**src/rtl/rfs_pkg.sv**
```systemverilog
package rfs_pkg;
  localparam int unsigned ZERO_LEN = 2;
  localparam int unsigned HEAD_LEN = 4;  // zero words + header + control

  typedef enum logic [1:0] {
    KIND_ZERO,
    KIND_HDR,
    KIND_CTRL,
    KIND_CHAN
  } word_kind_e;
endpackage

```
**src/rtl/rfs_event_reg.sv**
```systemverilog
module rfs_event_reg #(
  parameter int unsigned N_CH  = 32,
  parameter int unsigned ADC_W = 12,
  parameter int unsigned TRG_W = 8,
  parameter int unsigned BX_W  = 12,
  parameter int unsigned EVT_W = 9
) (
  input  logic                   clk_i,
  input  logic                   rst_ni,
  input  logic                   load_i,
  input  logic [N_CH*ADC_W-1:0]  adc_i,
  input  logic [N_CH*TRG_W-1:0]  trg_i,
  input  logic [BX_W-1:0]        bxid_i,
  input  logic [EVT_W-1:0]       evtid_i,
  input  logic [2:0]             flags_i,
  output logic [N_CH*ADC_W-1:0]  adc_o,
  output logic [N_CH*TRG_W-1:0]  trg_o,
  output logic [BX_W-1:0]        bxid_o,
  output logic [EVT_W-1:0]       evtid_o,
  output logic [2:0]             flags_o
);
  always_ff @(posedge clk_i or negedge rst_ni) begin
    if (!rst_ni) begin
      adc_o   <= '0;
      trg_o   <= '0;
      bxid_o  <= '0;
      evtid_o <= '0;
      flags_o <= '0;
    end else if (load_i) begin
      adc_o   <= adc_i;
      trg_o   <= trg_i;
      bxid_o  <= bxid_i;
      evtid_o <= evtid_i;
      flags_o <= flags_i;
    end
  end
endmodule

```
**src/rtl/rfs_sequencer.sv**
```systemverilog
module rfs_sequencer #(
  parameter int unsigned FRAME_LEN = 36,
  localparam int unsigned CNT_W    = $clog2(FRAME_LEN)
) (
  input  logic             clk_i,
  input  logic             rst_ni,
  input  logic             start_i,
  output logic             load_o,
  output logic             busy_o,
  output logic [CNT_W-1:0] pos_o,
  output logic             sof_o,
  output logic             eof_o
);
  localparam logic [CNT_W-1:0] LAST = CNT_W'(FRAME_LEN - 1);

  logic             busy_q;
  logic [CNT_W-1:0] pos_q;

  assign load_o = start_i & ~busy_q;

  always_ff @(posedge clk_i or negedge rst_ni) begin
    if (!rst_ni) begin
      busy_q <= 1'b0;
      pos_q  <= '0;
    end else if (load_o) begin
      busy_q <= 1'b1;
      pos_q  <= '0;
    end else if (busy_q) begin
      if (pos_q == LAST) begin
        busy_q <= 1'b0;
        pos_q  <= '0;
      end else begin
        pos_q <= pos_q + 1'b1;
      end
    end
  end

  assign busy_o = busy_q;
  assign pos_o  = pos_q;
  assign sof_o  = busy_q && (pos_q == '0);
  assign eof_o  = busy_q && (pos_q == LAST);
endmodule

```
**src/rtl/rfs_word_mux.sv**
```systemverilog
module rfs_word_mux
  import rfs_pkg::*;
#(
  parameter int unsigned N_CH  = 32,
  parameter int unsigned ADC_W = 12,
  parameter int unsigned TRG_W = 8,
  parameter int unsigned BX_W  = 12,
  parameter int unsigned EVT_W = 9,
  localparam int unsigned WORD_W    = ADC_W + TRG_W + 1,
  localparam int unsigned FRAME_LEN = N_CH + HEAD_LEN,
  localparam int unsigned CNT_W     = $clog2(FRAME_LEN),
  localparam int unsigned CH_W      = (N_CH > 1) ? $clog2(N_CH) : 1
) (
  input  logic                   busy_i,
  input  logic [CNT_W-1:0]       pos_i,
  input  logic [N_CH*ADC_W-1:0]  adc_i,
  input  logic [N_CH*TRG_W-1:0]  trg_i,
  input  logic [BX_W-1:0]        bxid_i,
  input  logic [EVT_W-1:0]       evtid_i,
  input  logic [2:0]             flags_i,
  output logic [WORD_W-1:0]      word_o
);
  logic [WORD_W-1:0] chan_word [N_CH];
  logic [CH_W-1:0]   ch_sel;
  word_kind_e        kind;

  for (genvar g = 0; g < N_CH; g++) begin : g_chan
    logic [ADC_W-1:0] adc;
    logic [TRG_W-1:0] trg;
    assign adc = adc_i[g*ADC_W +: ADC_W];
    assign trg = trg_i[g*TRG_W +: TRG_W];
    // odd total weight: top bit is the inverted xor of the payload
    assign chan_word[g] = {~(^{trg, adc}), trg, adc};
  end

  always_comb begin
    if (pos_i < CNT_W'(ZERO_LEN))         kind = KIND_ZERO;
    else if (pos_i == CNT_W'(ZERO_LEN))   kind = KIND_HDR;
    else if (pos_i < CNT_W'(HEAD_LEN))    kind = KIND_CTRL;
    else                                  kind = KIND_CHAN;
  end

  assign ch_sel = CH_W'(pos_i - CNT_W'(HEAD_LEN));

  always_comb begin
    word_o = '0;
    if (busy_i) begin
      unique case (kind)
        KIND_ZERO: word_o = '0;
        KIND_HDR:  word_o = WORD_W'({bxid_i, evtid_i});
        KIND_CTRL: word_o = WORD_W'(flags_i);
        KIND_CHAN: word_o = chan_word[ch_sel];
        default:   word_o = '0;
      endcase
    end
  end
endmodule

```
**src/rtl/readout_frame_ser.sv**
```systemverilog
module readout_frame_ser
  import rfs_pkg::*;
#(
  parameter int unsigned N_CH  = 32,
  parameter int unsigned ADC_W = 12,
  parameter int unsigned TRG_W = 8,
  parameter int unsigned BX_W  = 12,
  parameter int unsigned EVT_W = 9,
  localparam int unsigned WORD_W    = ADC_W + TRG_W + 1,
  localparam int unsigned FRAME_LEN = N_CH + HEAD_LEN,
  localparam int unsigned CNT_W     = $clog2(FRAME_LEN)
) (
  input  logic                   clk_i,
  input  logic                   rst_ni,
  input  logic                   start_i,
  input  logic [N_CH*ADC_W-1:0]  adc_i,
  input  logic [N_CH*TRG_W-1:0]  trg_i,
  input  logic [BX_W-1:0]        bxid_i,
  input  logic [EVT_W-1:0]       evtid_i,
  input  logic                   derand_empty_i,
  input  logic                   clk_par_i,
  input  logic                   calib_i,
  output logic                   busy_o,
  output logic                   valid_o,
  output logic                   sof_o,
  output logic                   eof_o,
  output logic [WORD_W-1:0]      word_o
);
  logic                  load;
  logic [CNT_W-1:0]      pos;
  logic [N_CH*ADC_W-1:0] adc_q;
  logic [N_CH*TRG_W-1:0] trg_q;
  logic [BX_W-1:0]       bxid_q;
  logic [EVT_W-1:0]      evtid_q;
  logic [2:0]            flags_q;

  rfs_sequencer #(.FRAME_LEN(FRAME_LEN)) u_seq (
    .clk_i   (clk_i),
    .rst_ni  (rst_ni),
    .start_i (start_i),
    .load_o  (load),
    .busy_o  (busy_o),
    .pos_o   (pos),
    .sof_o   (sof_o),
    .eof_o   (eof_o)
  );

  rfs_event_reg #(
    .N_CH(N_CH), .ADC_W(ADC_W), .TRG_W(TRG_W), .BX_W(BX_W), .EVT_W(EVT_W)
  ) u_evt (
    .clk_i   (clk_i),
    .rst_ni  (rst_ni),
    .load_i  (load),
    .adc_i   (adc_i),
    .trg_i   (trg_i),
    .bxid_i  (bxid_i),
    .evtid_i (evtid_i),
    .flags_i ({calib_i, clk_par_i, derand_empty_i}),
    .adc_o   (adc_q),
    .trg_o   (trg_q),
    .bxid_o  (bxid_q),
    .evtid_o (evtid_q),
    .flags_o (flags_q)
  );

  rfs_word_mux #(
    .N_CH(N_CH), .ADC_W(ADC_W), .TRG_W(TRG_W), .BX_W(BX_W), .EVT_W(EVT_W)
  ) u_mux (
    .busy_i  (busy_o),
    .pos_i   (pos),
    .adc_i   (adc_q),
    .trg_i   (trg_q),
    .bxid_i  (bxid_q),
    .evtid_i (evtid_q),
    .flags_i (flags_q),
    .word_o  (word_o)
  );

  assign valid_o = busy_o;
endmodule

```
**config.mk**
```make
export PLATFORM = sky130hd
export DESIGN_NAME = readout_frame_ser
export DESIGN_NICKNAME = d
export VERILOG_FILES = /design/src/rtl/rfs_pkg.sv /design/src/rtl/rfs_event_reg.sv /design/src/rtl/rfs_sequencer.sv /design/src/rtl/rfs_word_mux.sv /design/src/rtl/readout_frame_ser.sv
export SDC_FILE = /design/constraint.sdc
export NUM_CORES = 2
export LEC_CHECK = 0
export ABC_AREA = 1
export BUFFER_PORTS_ARGS = -buffer_cell sky130_fd_sc_hd__buf_2
export CAP_MARGIN = 10
export CORE_ASPECT_RATIO = 1.25
export CORE_MARGIN = 2
export CORE_UTILIZATION = 52
export DETAILED_ROUTE_END_ITERATION = 8
export GPL_ROUTABILITY_DRIVEN = 0
export PLACE_DENSITY = 0.78
export SLEW_MARGIN = 5
export SYNTH_ARGS = -nofsm -noshare
export SYNTH_HDL_FRONTEND = slang
export SYNTH_SLANG_ARGS = --single-unit
export TNS_END_PERCENT = 10
```
**constraint.sdc**
```tcl
create_clock -name clk_i -period 2.5 [get_ports clk_i]
set_input_delay 0.375 -clock clk_i [delete_from_list [all_inputs] [get_ports clk_i]]
set_output_delay 0.375 -clock clk_i [all_outputs]
set_load 0.005 [all_outputs]
```
==> results.md, run 1 <==
- Status: stopped before the end
- Exit stage: 5_1_grt
- Tool error: [ERROR GRT-0232] Routing congestion too high. Check the congestion heatmap in the GUI.
- Row count: 115
- Netlist cell types: 42
- WEP type: primary output
- Post-DP HPWL: 125.3 mm
- Syn Nets: 5367
- Ys async rst share: 100.0%
- Die Wd: 254.9 um
- Port-buffer cells: 691
- H-Tree Depth: 3
- Root Buffer: clkbuf_16
- GR Util All Layers: 60.33%
- Dpl cells: 6989
- CTS Sinks: 671
- GR Overflow Total: 5
- EDFF count, synth: 0
- Die Y: 317.6 um
- Synthesis-stage register bit count: 671
- Largest net degree at the start of global routing: 77
- Num CTS Buffers: 72
- Number of post-CTS setup repair buffers: 0
- Post-Syn Area: 40900 um2
- Top Ports: 692
- CTS max path bufs: 3
- Synth Flop Type: dfrtp_1
- Antenna violations before repair: 76
- Worst setup endpoint GRT: word_o[12]
- Initial Utilization: 52.25%
- Yosys warns: 0
- Mean area per synthesized cell: 8.710 um2
- Register area share after synthesis: 41.05%
- Synth Instances: 4696
## through the flow
stage / setup TNS [ps] / instance area, um2 / hold slack [ps] / utilization [%] / setup slack, ps
after global placement: -9687 / 51220 / 465.4 / 65.44 / -933.9
after floorplan: -113.6 / 40910 / 79.41 / - / -30.86
after detailed placement: -9732 / 51220 / 463.0 / 65.44 / -847.6
after CTS: -22190 / 59830 / 0.08776 / 76.44 / -1111
## logic make-up after synthesis
kind of cell	after synthesis	share of synthesized area (%)
adder cells (fa/ha/maj)	4	0.1224
multiplexers	618	17.00
AND/OR/NAND/NOR	1764	16.81
flip-flops	671	41.05
XOR/XNOR	519	11.11
buffers and inverters	442	4.552
AO/OA/AOI/OAI	678	9.351
## cells in the mapped netlist (5+ instances only)
library cell  number  area, um2
nand2_1         1115       4185
dfrtp_1          671      16790
mux2_2           614       6914
nor2_1           485       1821
o21ai_0          341       1707
xnor2_1          292       2557
xor2_1           227       1988
inv_1            204      765.7
o22ai_1          171       1070
nand3_1          134      670.6
clkbuf_1         123      461.7
buf_2             88      440.4
a21oi_1           63      315.3
o21ai_1           37      185.2
a2bb2oi_1         15      131.4
a21boi_0          11      82.58
a221oi_1          10      87.58
buf_1             10      37.54
buf_6              9      101.4
o32ai_1            8      70.07
or2_2              8      50.05
nand3b_1           7      52.55
buf_4              6      45.04
nand2b_1           5      31.28
## repair_timing
item	in CTS
pin swaps	8
cloned	4
endpoints found under the hold margin	593
hold buffers	554
endpoints found under the setup margin	23
resized for setup	74
## layer usage
layer	overflow	GRT usage (%)
met5	0	8.450
met3	0	35.81
met2	0	82.95
met4	5	59.84
met1	0	61.09
==> inputs of run 2 (changes only) <==
Settings changed: CORE_ASPECT_RATIO 1.25 to not set, CORE_UTILIZATION 52 to 40, PLACE_DENSITY 0.78 to not set, PLACE_DENSITY_LB_ADDON set to 0.15.
Clock period 2.5 ns to 3.2 ns, I/O delays scaled along.
==> run 2 against run 1 <==
The flow now finishes, with violations (setup timing); synthesized cell count did not move; area after synthesis stayed put.
==> results.md, run 2 <==
- Status: finished with violations
- Violated checks: setup timing
- Top delay family on crit path: buffers and inverters
- Initial Utilization: 40.26% (-12 points)
- Max rail drop VDD: 0.5135 mV
- Routed wire length: 159.3 mm
- Commonest non-fill, non-tap cell in the layout: nand2_1
- CP Launch Type: flop
- Setup WS post-layout: -498.6 ps
- WP data arrival: 3220 ps
- Num CTS Buffers: 83 (+15%)
- Ys async rst share: 100.0% (unchanged)
- Antenna violations before repair: 10
- P&R area growth vs syn: 28.16%
- DR iter-0 viols: 2951
- Most frequent cells in the layout: nand2_1 (1104), buf_2 (689), dfrtp_1 (659)
- Slew @ Worst Pin: 654.7 ps
- Hold WC Path Type: primary input to flop
- PwrDens: 999.8 nW/um2
- Layout cells sized above 1: 34.17%
- Hold path depth: 2
- H-Tree Depth: 3 (unchanged)
- Synth Flop Type: dfrtp_1
- Commonest cells post-synth: nand2_1 (1115), dfrtp_1 (671), mux2_2 (614)
- Largest registers: u_evt.adc_o x384, u_evt.trg_o x256, u_evt.bxid_o x12
- Total power: 52.41 mW
- Clock transition at the registers of the reported paths: 60 ps
- Largest net degree at the start of global routing: 113
- Worst-Skew Late Latency: 670 ps
- Max reg flops: 384
- Slew Viols, Final: 0
- Root Buffer: clkbuf_16
- CTS Sinks: 671 (unchanged)
- Die Wd: 323.8 um (+27%)
- Setup slack, reg-to-reg: 770 ps
- Largest register by flop count: u_evt.adc_o
- Final instance area: 52420 um2
- DRC violations left: 0
- Area contributors post-synth: dfrtp_1 (41%), mux2_2 (17%), nand2_1 (10%), xnor2_1 (6.3%), xor2_1 (4.9%)
- Dpl cell area: 47210 um2 (-7.8%)
- RSZ-0062 raised after global routing: true
- Critical Path Max Stage Delay: 460 ps
- Endpoint class of the critical path: output port
- Vias in the first global route: 35230
- Mean area per synthesized cell: 8.710 um2 (unchanged)
- Post-DP HPWL: 120.3 mm (-4.0%)
- Hold Violations, Final: 0
- Port-buffer cells: 691 (unchanged)
- Area leader, netlist: dfrtp_1
- Vias per cell: 5.278
- Slowest-stage cell, CP: dfrtp_4
- Req. time, crit path: 2720 ps
- GR Overflow Total: 0
- Period minus WS final: 3699 ps
- Die area: 104800 um2
- EDFF count, synth: 0 (unchanged)
- Reg2reg end: u_seq.pos_o[0]
- Core area: 101600 um2
- Total Nets Final: 6194
- Row count: 117 (+1.7%)
- Register area share after synthesis: 41.05% (unchanged)
- First-pass GRT wire length: 226.8 mm
- Critical Path Source: u_seq.pos_o[0]
- Static Leak: 25.24 nW
- 1st-pass router iterations: 5
- FMAX: 270.4 MHz
- Top-count cell post-synth: nand2_1
- GR Util All Layers: 29.42%
- Crit path max fanout: 13
- Fin crit share: 115.6%
- Worst-path cell chain: buf_12, clkinv_16, buf_4, clkbuf_16, o21ai_0, o22ai_2, nor2_1, o32ai_2, buf_4, nor2_1, a2bb2oi_1, nor2_1, buf_4
- Share of the synthesized area in the top cell type: 41.05% (unchanged)
- Post-Syn Area: 40900 um2 (unchanged)
- RR Startpoint: u_seq.pos_o[0]
- Hold path start: adc_i[339]
- Worst slew margin: 55.90%
- Vias post-DR: 36740
- Die Y: 323.8 um (+2.0%)
- Yosys warns: 0 (unchanged)
- Setup-failing EPs final: 22
- Detail Route Antenna Nets: 0
- Worst Reg2Reg Path Length in Cells: 7
- Netlist cell types: 42 (unchanged)
- Setup Skew: 25.42 ps
- Buffers & Inverters on Critical Path: 6
- CTS max path bufs: 3 (unchanged)
- Max-cap check violation count: 0
- Top Ports: 692 (unchanged)
- Hold endpoint: u_evt.adc_o[339]
- Syn Nets: 5367 (unchanged)
- Synth Instances: 4696 (unchanged)
- Cell depth of the worst setup path: 13
- Min Hold Slack: 38.77 ps
- Routed len/inst: 22.89 um
- Crit Path Category: flop to output port
- CTS tree: yes
- Synthesis-stage register bit count: 671 (unchanged)
-- run 2: layout make-up --
class / count / area [um2]
Fill cell: 9542 / 49180
Multi-Input combinational cell: 3583 / 23370
Sequential cell: 671 / 16810
Timing Repair Buffer: 975 / 6790
Clock buffer: 116 / 2416
Tap cell: 1368 / 1712
Inverter: 206 / 825.8
Clock inverter: 35 / 440.4
Timing Repair inverter: 3 / 41.29
Antenna cell: 4 / 10.01
-- run 2: repair_timing --
action,CTS,global route
gates resized for setup,161,146
hold buffers,17,0
gates cloned,13,12
pin swaps,29,46
endpoints found under the hold margin,57,0
buffers inserted,17,7
setup endpoints to repair,22,22
-- run 2: worst max-delay path by stage --
stage	end	slack [ps]
floorplan	word_o[10]	350
global route	word_o[19]	-610
finish	word_o[19]	-500
global placement	word_o[5]	-310
detailed placement	word_o[5]	-320
CTS	word_o[19]	-550
-- run 2: report_power, final --
| part | switching [mW] | leakage [nW] | internal, mW |
|---|---|---|---|
| sequential | 2.98 | 7.95 | 10.5 |
| combinational | 16.5 | 15.9 | 12.4 |
| clock | 3.98 | 1.39 | 6.01 |
-- run 2: metrics by stage --
| stage | util, % | setup WS [ps] | TNS (ps) | instances |
|---|---|---|---|---|
| after floorplan | - | 349.0 | 0 | 4696 |
| after global placement | 46.47 | -309.8 | -823.9 | 6745 |
| after detailed placement | 46.47 | -320.5 | -826.3 | 6745 |
| after CTS | 50.72 | -548.9 | -10420 | 6941 |
| after global routing | 51.59 | -605.5 | -11760 | 6957 |
| final | 51.60 | -498.6 | -8992 | 6961 |
-- run 2: kinds of logic after synthesis --
kind of cell	share of synthesized area (%)
flops	41.05
simple gates	16.81
xor+xnor	11.11
fa+ha+maj	0.1224
mux	17.00
compound gates	9.351
buf+inv	4.552
-- run 2: routing by layer --
layer,vias to the layer above,GRT usage (%),wire [um]
met3,289,5.432,11240
met1,17880,40.49,70160
met5,-,0,63
met4,10,9.938,6033
met2,1300,46.51,71830
li1,17260,-,-
-- run 2: worst reg2reg max path, delay by kind of cell (launching register included) --
kind / cells / cell delay, ps
buffers and inverters: 3 / 600
AOI/OAI and AO/OA: 1 / 560
DFF: 1 / 510
and+or+nand+nor: 2 / 320
adders and majority gates: 1 / 260
Note: power is estimated with default switching activity, not from simulation.
